--- src/rtl/irq_regs_pkg.sv ---
package irq_regs_pkg;

    localparam int SRC_COUNT  = 8;
    localparam int DONE_CNT_W = 3;
    localparam int SEL_W      = 3;
    localparam int RD_W       = 32;

    // Source bit positions (priority-free; order is what software decodes)
    localparam int BIT_MEM_DONE   = 0;
    localparam int BIT_DONE       = 1;
    localparam int BIT_RESP_ERR   = 2;
    localparam int BIT_STRM_TO    = 3;
    localparam int BIT_MEM_TO     = 4;
    localparam int BIT_THRESH     = 5;
    localparam int BIT_BAD_ACCESS = 6;
    localparam int BIT_OVERFLOW   = 7;

    typedef enum logic [SEL_W-1:0] {
        SEL_STATUS  = 3'd0,
        SEL_ENABLE  = 3'd1,
        SEL_DISABLE = 3'd2,
        SEL_MASK    = 3'd3,
        SEL_COUNT   = 3'd4
    } reg_sel_e;

    typedef struct packed {
        logic status_w1c;
        logic mask_clr;
        logic mask_set;
        logic count_w1c;
    } wr_strobe_t;

    function automatic wr_strobe_t decode_write(input logic en, input logic [SEL_W-1:0] sel);
        wr_strobe_t s;
        s = '0;
        if (en) begin
            case (reg_sel_e'(sel))
                SEL_STATUS:  s.status_w1c = 1'b1;
                SEL_ENABLE:  s.mask_clr   = 1'b1;
                SEL_DISABLE: s.mask_set   = 1'b1;
                SEL_COUNT:   s.count_w1c  = 1'b1;
                default:     s            = '0;
            endcase
        end
        return s;
    endfunction

endpackage

--- src/rtl/irq_status_bank.sv ---
module irq_status_bank #(
    parameter int N = irq_regs_pkg::SRC_COUNT
) (
    input  logic         clk,
    input  logic         rst,
    input  logic [N-1:0] evt,
    input  logic         clr_stb,
    input  logic [N-1:0] clr_bits,
    output logic [N-1:0] status
);

    // One sticky cell per source; a same-cycle event beats the clear.
    for (genvar i = 0; i < N; i++) begin : g_cell
        logic bit_q;
        always_ff @(posedge clk) begin
            if (rst) begin
                bit_q <= 1'b0;
            end else if (evt[i]) begin
                bit_q <= 1'b1;
            end else if (clr_stb && clr_bits[i]) begin
                bit_q <= 1'b0;
            end
        end
        assign status[i] = bit_q;
    end

endmodule

--- src/rtl/irq_mask_bank.sv ---
module irq_mask_bank #(
    parameter int N = irq_regs_pkg::SRC_COUNT
) (
    input  logic         clk,
    input  logic         rst,
    input  logic         set_stb,
    input  logic         clr_stb,
    input  logic [N-1:0] bits,
    output logic [N-1:0] mask
);

    logic [N-1:0] mask_q;
    logic [N-1:0] mask_d;

    always_comb begin
        mask_d = mask_q;
        if (set_stb) begin
            mask_d = mask_q | bits;
        end else if (clr_stb) begin
            mask_d = mask_q & ~bits;
        end
    end

    always_ff @(posedge clk) begin
        if (rst) begin
            mask_q <= '1;
        end else begin
            mask_q <= mask_d;
        end
    end

    assign mask = mask_q;

endmodule

--- src/rtl/irq_done_counter.sv ---
module irq_done_counter #(
    parameter int W = irq_regs_pkg::DONE_CNT_W
) (
    input  logic         clk,
    input  logic         rst,
    input  logic         inc,
    input  logic         dec,
    input  logic         clr_stb,
    input  logic [W-1:0] clr_bits,
    output logic [W-1:0] count
);

    logic [W-1:0] cnt_q;
    logic [W-1:0] base;
    logic [W-1:0] cnt_d;

    // Bit clear first, then the net of increment and decrement, modulo 2**W.
    always_comb begin
        base  = clr_stb ? (cnt_q & ~clr_bits) : cnt_q;
        cnt_d = base + {{(W-1){1'b0}}, inc} - {{(W-1){1'b0}}, dec};
    end

    always_ff @(posedge clk) begin
        if (rst) begin
            cnt_q <= '0;
        end else begin
            cnt_q <= cnt_d;
        end
    end

    assign count = cnt_q;

endmodule

--- src/rtl/irq_read_mux.sv ---
module irq_read_mux #(
    parameter int N    = irq_regs_pkg::SRC_COUNT,
    parameter int W    = irq_regs_pkg::DONE_CNT_W,
    parameter int SELW = irq_regs_pkg::SEL_W,
    parameter int RDW  = irq_regs_pkg::RD_W
) (
    input  logic [SELW-1:0] sel,
    input  logic [N-1:0]    status,
    input  logic [N-1:0]    mask,
    input  logic [W-1:0]    count,
    output logic [RDW-1:0]  data
);
    import irq_regs_pkg::*;

    always_comb begin
        data = '0;
        case (reg_sel_e'(sel))
            SEL_STATUS: data = {{(RDW-N){1'b0}}, status};
            SEL_MASK:   data = {{(RDW-N){1'b0}}, mask};
            SEL_COUNT:  data = {{(RDW-W){1'b0}}, count};
            default:    data = '0;
        endcase
    end

endmodule

--- src/rtl/irq_regs_top.sv ---
module irq_regs_top
    import irq_regs_pkg::*;
#(
    parameter int NUM_SRC  = SRC_COUNT,
    parameter int CNT_W    = DONE_CNT_W,
    parameter int DONE_BIT = BIT_DONE
) (
    input  logic               clk,
    input  logic               rst,
    input  logic [NUM_SRC-1:0] evt_i,
    input  logic               wr_en,
    input  logic [SEL_W-1:0]   wr_sel,
    input  logic [NUM_SRC-1:0] wr_data,
    input  logic [SEL_W-1:0]   rd_sel,
    output logic [RD_W-1:0]    rd_data,
    output logic               irq
);

    wr_strobe_t         stb;
    logic [NUM_SRC-1:0] status_q;
    logic [NUM_SRC-1:0] mask_q;
    logic [CNT_W-1:0]   cnt_q;
    logic               done_ack;

    assign stb = decode_write(wr_en, wr_sel);

    irq_status_bank #(.N(NUM_SRC)) u_status (
        .clk      (clk),
        .rst      (rst),
        .evt      (evt_i),
        .clr_stb  (stb.status_w1c),
        .clr_bits (wr_data),
        .status   (status_q)
    );

    irq_mask_bank #(.N(NUM_SRC)) u_mask (
        .clk     (clk),
        .rst     (rst),
        .set_stb (stb.mask_set),
        .clr_stb (stb.mask_clr),
        .bits    (wr_data),
        .mask    (mask_q)
    );

    // Acknowledge counts only when the done bit was actually set.
    assign done_ack = stb.status_w1c && wr_data[DONE_BIT] && status_q[DONE_BIT];

    irq_done_counter #(.W(CNT_W)) u_count (
        .clk      (clk),
        .rst      (rst),
        .inc      (evt_i[DONE_BIT]),
        .dec      (done_ack),
        .clr_stb  (stb.count_w1c),
        .clr_bits (wr_data[CNT_W-1:0]),
        .count    (cnt_q)
    );

    irq_read_mux #(.N(NUM_SRC), .W(CNT_W), .SELW(SEL_W), .RDW(RD_W)) u_rd (
        .sel    (rd_sel),
        .status (status_q),
        .mask   (mask_q),
        .count  (cnt_q),
        .data   (rd_data)
    );

    assign irq = |(status_q & ~mask_q);

endmodule

--- config.mk ---
export PLATFORM = sky130hd
export DESIGN_NAME = irq_regs_top
export DESIGN_NICKNAME = d
export VERILOG_FILES = /design/src/rtl/irq_regs_pkg.sv /design/src/rtl/irq_status_bank.sv /design/src/rtl/irq_mask_bank.sv /design/src/rtl/irq_done_counter.sv /design/src/rtl/irq_read_mux.sv /design/src/rtl/irq_regs_top.sv
export SDC_FILE = /design/constraint.sdc
export NUM_CORES = 1
export LEC_CHECK = 0
export BUFFER_PORTS_ARGS = -buffer_cell sky130_fd_sc_hd__buf_4
export CORE_MARGIN = 2
export CORE_UTILIZATION = 30
export CTS_CLUSTER_DIAMETER = 80
export DETAILED_ROUTE_END_ITERATION = 12
export GPL_TIMING_DRIVEN = 0
export HOLD_SLACK_MARGIN = 0.05
export MAX_ROUTING_LAYER = met4
export PLACE_DENSITY = 0.63
export RECOVER_POWER = 100
export SYNTH_ARGS = -nofsm -noshare
export SYNTH_HDL_FRONTEND = slang
export SYNTH_SLANG_ARGS = --single-unit
--- constraint.sdc ---
create_clock -name clk -period 4.04 [get_ports clk]
set_input_delay 0 -clock clk [delete_from_list [all_inputs] [get_ports clk]]
set_output_delay 0 -clock clk [all_outputs]
set_load 0.01 [all_outputs]
==> flow_summary.ini, run 1 <==
[synthesis]
ys_types = 28
synth-seq-area-share = 0.323
synthCells = 143
ys_warn_count = 0
yosys-top-cells-count = buf_4 (24), nor2_1 (24), dfxtp_1 (19)
ys.flop_type = dfxtp_1
synth_edf_count = 0
netlist_area_mm2 = 0.00118
ys_ff_latch = 19
synthTopCellsByArea = dfxtp_1 (32%), buf_4 (15%), nor2_1 (7.6%)
postSynthAreaPerCell_um2 = 8.24
synth_top_area_cell = dfxtp_1
async_flop_share = 0
yosysTopAreaCellShare = 0.323

[cts]
cts_tree = yes
clock_sinks = 19
root_buffer = clkbuf_8
htree_levels = 1
clockBufferDepth = 2
post-cts-setup-buffer-count = 0
clock_latency_ns = 0.25
cts_buffers = 3
path_clk_slew_ns = 0.07

[timing]
rsz0062_at_grt = false
setup_viol = 0
post-route-period-util = 0.714
slew_headroom = -0.134
tns_ns = 0
post-route-min-period_ns = 2.89
finalHoldViolCount = 0
max_freq_mhz = 347
worstMarginPinSlew_ns = 1.68
fin_skew_ns = 0.000790
slew_viol_final = 10

[global_routing]
antenna_found_initial = 0
grt_usage = 0.140
overflow = 0
grt_pass1_wl_mm = 4.60
grt_pass1_vias = 1019
grt_max_degree = 11

[drt]
drt-vias-per-instance = 4.34
drcViolationCount = 0
drt.antenna.violating_nets = 0
wl_mm = 2.93
vias = 1173
first_pass_iters = 4
drt-initial-drc-count = 35
wire_per_inst_um = 10.8

[setup_path]
critPathCaptureType = flip-flop
cp.required_ns = 4.17
start_kind = primary input
path_cells = buf_4 > nor4b_1 > and3_1 > ha_1 > inv_1 > ha_1 > inv_1 > fa_1 > xnor3_1 > nor2_1
crit_path_top_delay_cell = nor4b_1
r2r_end = u_count.count[2]
regToRegStartpoint = u_status.g_cell[1].bit_q
critical_path_class = primary input to flip-flop
ff2ff_setup_slack_ns = 2.18
crit_buf_inv = 3
path_delay_family = simple AND/OR/NAND/NOR gates
reg2reg_depth = 8
max_stage_delay_ns = 1.37
critPathMaxFanout = 9
arrival_ns = 3.01

[power_and_ir_drop]
p_leak_nw = 0.825
p_per_area_mw_per_mm2 = 269
netSwitchingFraction = 0.272
ir_drop_mv = 0.248
seq_power_share = 0.443
p_switching_mw = 0.128
clkPwrFrac = 0.279
cellInternalPower_mw = 0.343
p_comb_frac = 0.279

[cells_and_area]
areaGrowthSynthToFinish_pct = 48.9
final_nets = 251
final_area_mm2 = 0.00176
layout-drive-gt1-share = 0.234
diodes = 0
num-fill-cells = 393

[floorplanning]
die_w_um = 66.7
dieArea_mm2 = 0.00445
initial_core_util = 0.317
fp.dieH_um = 66.7
row_count = 22
core-area_mm2 = 0.00372
num_io_pins = 58

[status]
status = finished with violations
violations = capacitance limit, slew limit

[placement]
place_congestion = 0.804
place.detailed.hpwl_mm = 2.07
portBuffers = 32
place_area_mm2 = 0.00157

[worst_hold_path]
hold_end = u_count.count[0]
hold_class = primary input to flip-flop
hold_start = rst
holdPathStages = 2

[run]
cap_violations = 1
[through the flow]
stage | hold slack, ns | power (mW) | instances | setup WS, ns | utilization
6_report | 0.150 | 0.472 | 270 | 1.15 | 0.472
5_1_grt | 0.184 | 0.502 | 270 | 0.882 | 0.472
4_1_cts | 0.146 | 0.482 | 270 | 1.72 | 0.487
3_5_place_dp | 0.213 | 0.335 | 246 | 1.46 | 0.421
3_3_place_gp | 0.208 | 0.334 | 246 | 1.47 | 0.421
2_1_floorplan | 0.121 | 0.290 | 166 | 1.99 | -
[routing by layer]
layer	share of wire	vias to the layer above	track usage
met2	0.45	53	0.220
met5	0	-	-
met4	0.0027	0	0.0281
met1	0.47	517	0.182
met3	0.077	2	0.0355
li1	-	601	-
[cells in the final DEF (no fill, tap or decap), types with 2 or more instances in the layout]
master	instances
ha_1	2
a22oi_1	8
clkbuf_8	3
conb_1	24
buf_4	46
nor2_1	24
inv_1	10
nand2_1	10
a221o_1	8
o21ai_0	3
dlygate4sd3_1	20
o22ai_1	4
clkbuf_1	16
a21oi_1	8
dfxtp_1	19
nand3_1	3
[worst reg2reg max path: stages, from the launching register on]
cell     delay (ns)
dfxtp_1        0.32
and3_1         0.15
ha_1           0.28
inv_1          0.05
ha_1           0.14
inv_1          0.05
fa_1           0.35
xnor3_1        0.36
nor2_1         0.04
[power by group through the flow]
stage / combinational, mW / clock (mW) / sequential (mW)
floorplan: 0.0799 / 0 / 0.211
global placement: 0.121 / 0 / 0.213
detailed placement: 0.122 / 0 / 0.213
CTS: 0.139 / 0.135 / 0.209
global route: 0.146 / 0.146 / 0.210
finish: 0.131 / 0.131 / 0.209
[cells by family after synthesis]
kind of cell | count (synthesis) | synth area share
simple gates | 45 | 0.196
fa+ha+maj | 3 | 0.0382
other cells | 1 | 0.00318
flops | 19 | 0.323
xor+xnor | 2 | 0.0265
buf+inv | 40 | 0.204
compound gates | 33 | 0.209
[what timing repair did]
item	CTS	global route
hold endpoints to repair	16	0
hold buffers	20	0
resized for setup	0	0
[layout make-up]
cell class | instances | area [µm²] | area share
tap | 48 | 60.1 | 0.0342
multi-input combinational | 107 | 627 | 0.357
clock buffer | 4 | 45.0 | 0.0257
timing repair buffer | 52 | 403 | 0.230
sequential | 19 | 380 | 0.217
buffer | 30 | 203 | 0.115
inverter | 10 | 37.5 | 0.0214
[worst max path at each step]
stage                          from               end  slack, ns  depth (start not counted)
final                     wr_sel[0]  u_count.count[2]       1.15                         10
after global routing      wr_sel[1]  u_count.count[2]       0.88                         10
after CTS                 wr_sel[0]  u_count.count[2]       1.72                         10
after detailed placement  wr_sel[0]  u_count.count[2]       1.46                         10
after global placement    wr_sel[0]  u_count.count[2]       1.47                         10
after floorplan           wr_sel[0]  u_count.count[2]       1.99                          9
(Power assumes the default switching activity.)
==> run 2, diff against run 1 <==
- ABC_AREA: not set -> 1
- clock period: 4.04 -> 2.95 ns (I/O delays scaled with it)
==> flow_summary.ini, run 2 <==
[cts]
clock_latency_ns = 0.26
cts_resized = 0
root_buffer = clkbuf_8
htree_levels = 1
cts_buffers = 3
cts_tree = yes
clockBufferDepth = 2
path_clk_slew_ns = 0.07
clock_sinks = 19

[synthesis]
synth.most_common_cell = inv_1
yosys-top-cells-count = inv_1 (31), nand2_1 (28), buf_4 (24)
ys_ff_latch = 19
ys.flop_type = dfxtp_1
synth_top_area_cell = dfxtp_1
netlist_area_mm2 = 0.00118
ys_types = 18
postSynthAreaPerCell_um2 = 6.77
yosysTopAreaCellShare = 0.323
ys_warn_count = 0
synth_edf_count = 0
async_flop_share = 0
synth-seq-area-share = 0.323
synthTopCellsByArea = dfxtp_1 (32%), buf_4 (15%), inv_1 (9.9%)
synthCells = 174

[timing]
worstMarginPinSlew_ns = 0.594
slew_viol_final = 0
tns_ns = 0
post-route-period-util = 0.680
post-route-min-period_ns = 2.01
setup_slack_ns = 0.944
fin_skew_ns = 0.000866
setup_viol = 0
finalHoldViolCount = 0
rsz0062_at_grt = false
slew_headroom = 0.602
hold_slack_ns = 0.120
max_freq_mhz = 498

[setup_path]
start_kind = primary input
crit_path_top_delay_cell = dlygate4sd3_1
arrival_ns = 2.16
critPathMaxFanout = 4
max_stage_delay_ns = 0.52
ff2ff_setup_slack_ns = 1.12
critPathCaptureType = flip-flop
crit_top_cell = inv_1
cp.required_ns = 3.11
critical_path_class = primary input to flip-flop
path_cells = dlygate4sd3_1 > clkbuf_1 > nand3_1 > nor2_1 > ha_1 > inv_1 > ha_1 > inv_1 > fa_1 > inv_1 > nand3_1 > a21oi_1 > nor2_1

[drt]
wire_per_inst_um = 9.73
drt.antenna.violating_nets = 0
drcViolationCount = 0
first_pass_iters = 4
drt-initial-drc-count = 34
drt-vias-per-instance = 4.10
wl_mm = 2.90
vias = 1221

[floorplanning]
num_io_pins = 58
fp.dieH_um = 66.7
die_w_um = 66.7
core-area_mm2 = 0.00372
dieArea_mm2 = 0.00445
row_count = 22
initial_core_util = 0.317

[cells_and_area]
areaGrowthSynthToFinish_pct = 47.2
final_common_cell = buf_4
layout_common_cells = buf_4 (46), inv_1 (31), nand2_1 (28), conb_1 (24)
layout-drive-gt1-share = 0.204
fin_util = 0.467
final-instance-count-excl-fill = 298
diodes = 0
final_nets = 279
final_area_mm2 = 0.00174

[global_routing]
antenna_found_initial = 0
grt_pass1_wl_mm = 4.80
grt_pass1_vias = 1090
overflow = 0
grt_max_degree = 11
grt_usage = 0.149

[power_and_ir_drop]
p_per_area_mw_per_mm2 = 365
p_leak_nw = 0.891
ir_drop_mv = 0.294
p_total_mw = 0.633

[status]
status = completed

[placement]
place.detailed.hpwl_mm = 2.15
place_area_mm2 = 0.00157
placed_cells_incl_taps = 278
portBuffers = 33
preCtsSetupSlack_ns = 1.06
place_congestion = 0.782

[run]
cap_violations = 0

[worst_hold_path]
hold_class = primary input to flip-flop
-- run 2: cell types whose count changed in the layout (fill, tap and decap cells not counted), sizes merged, moves of 13 or more --
| cell | delta |
|---|---|
| inv | +21 |
| nand2 | +18 |
| nand3 | +16 |
| o21ai | +16 |
| nor2 | -13 |
-- run 2: cell type report --
type | count | area (µm²)
fillers | 409 | 1980
multi-input cells | 121 | 576
flip-flops and latches | 19 | 380
repair buffers | 49 | 370
plain buffers | 25 | 184
inverters | 32 | 120
well taps | 48 | 60.1
clock buffers | 4 | 45.0
-- run 2: cells by family (layout without fill, tap and decap cells) --
kind of cell / count (synthesis) / count (layout) / share of synthesized area
DFF: 19 / 19 / 0.323
AOI/OAI and AO/OA: 35 / 35 / 0.159
xor gates and xnor gates: 1 / 1 / 0.00743
other: 1 / 24 / 0.00318
and+or+nand+nor: 58 / 58 / 0.211
adders and majority gates: 3 / 3 / 0.0382
buffers and inverters: 57 / 110 / 0.258
-- run 2: routing by layer --
| layer | part of all wire | vias to the layer above | global-route usage | wire (µm) |
|---|---|---|---|---|
| met4 | 0.019 | 0 | 0.0612 | 54 |
| met2 | 0.48 | 29 | 0.238 | 1400 |
| met1 | 0.45 | 530 | 0.177 | 1290 |
| met3 | 0.054 | 5 | 0.0389 | 156 |
| li1 | - | 657 | - | - |
| met5 | 0 | - | - | 0 |
-- run 2: worst paths after layout --
path | from | depth (start not counted) | endpoint
max | wr_data[1] | 13 | u_count.count[2]
min | wr_sel[1] | 5 | flip-flop
max reg2reg | u_status.g_cell[1].bit_q | 11 | u_count.count[2]
min reg2reg | u_status.g_cell[3].bit_q | 2 | u_status.g_cell[3].bit_q
-- run 2: report_power, final --
group	internal [mW]	switching (mW)	total (mW)
Combinational	0.0827	0.0828	0.166
Clock	0.0962	0.0865	0.183
Sequential	0.274	0.0102	0.284
Total	0.453	0.179	0.633
-- run 2: worst max-delay path, delay by kind of cell --
kind	cells	cell delay, ns
fa+ha+maj	3	0.74
simple gates	4	0.40
compound gates	1	0.16
buf+inv	5	0.87
-- run 2: timing repair --
action,4_1_cts,5_1_grt
endpoints found under the hold margin,16,0
hold buffers,16,0
buffers inserted,0,0
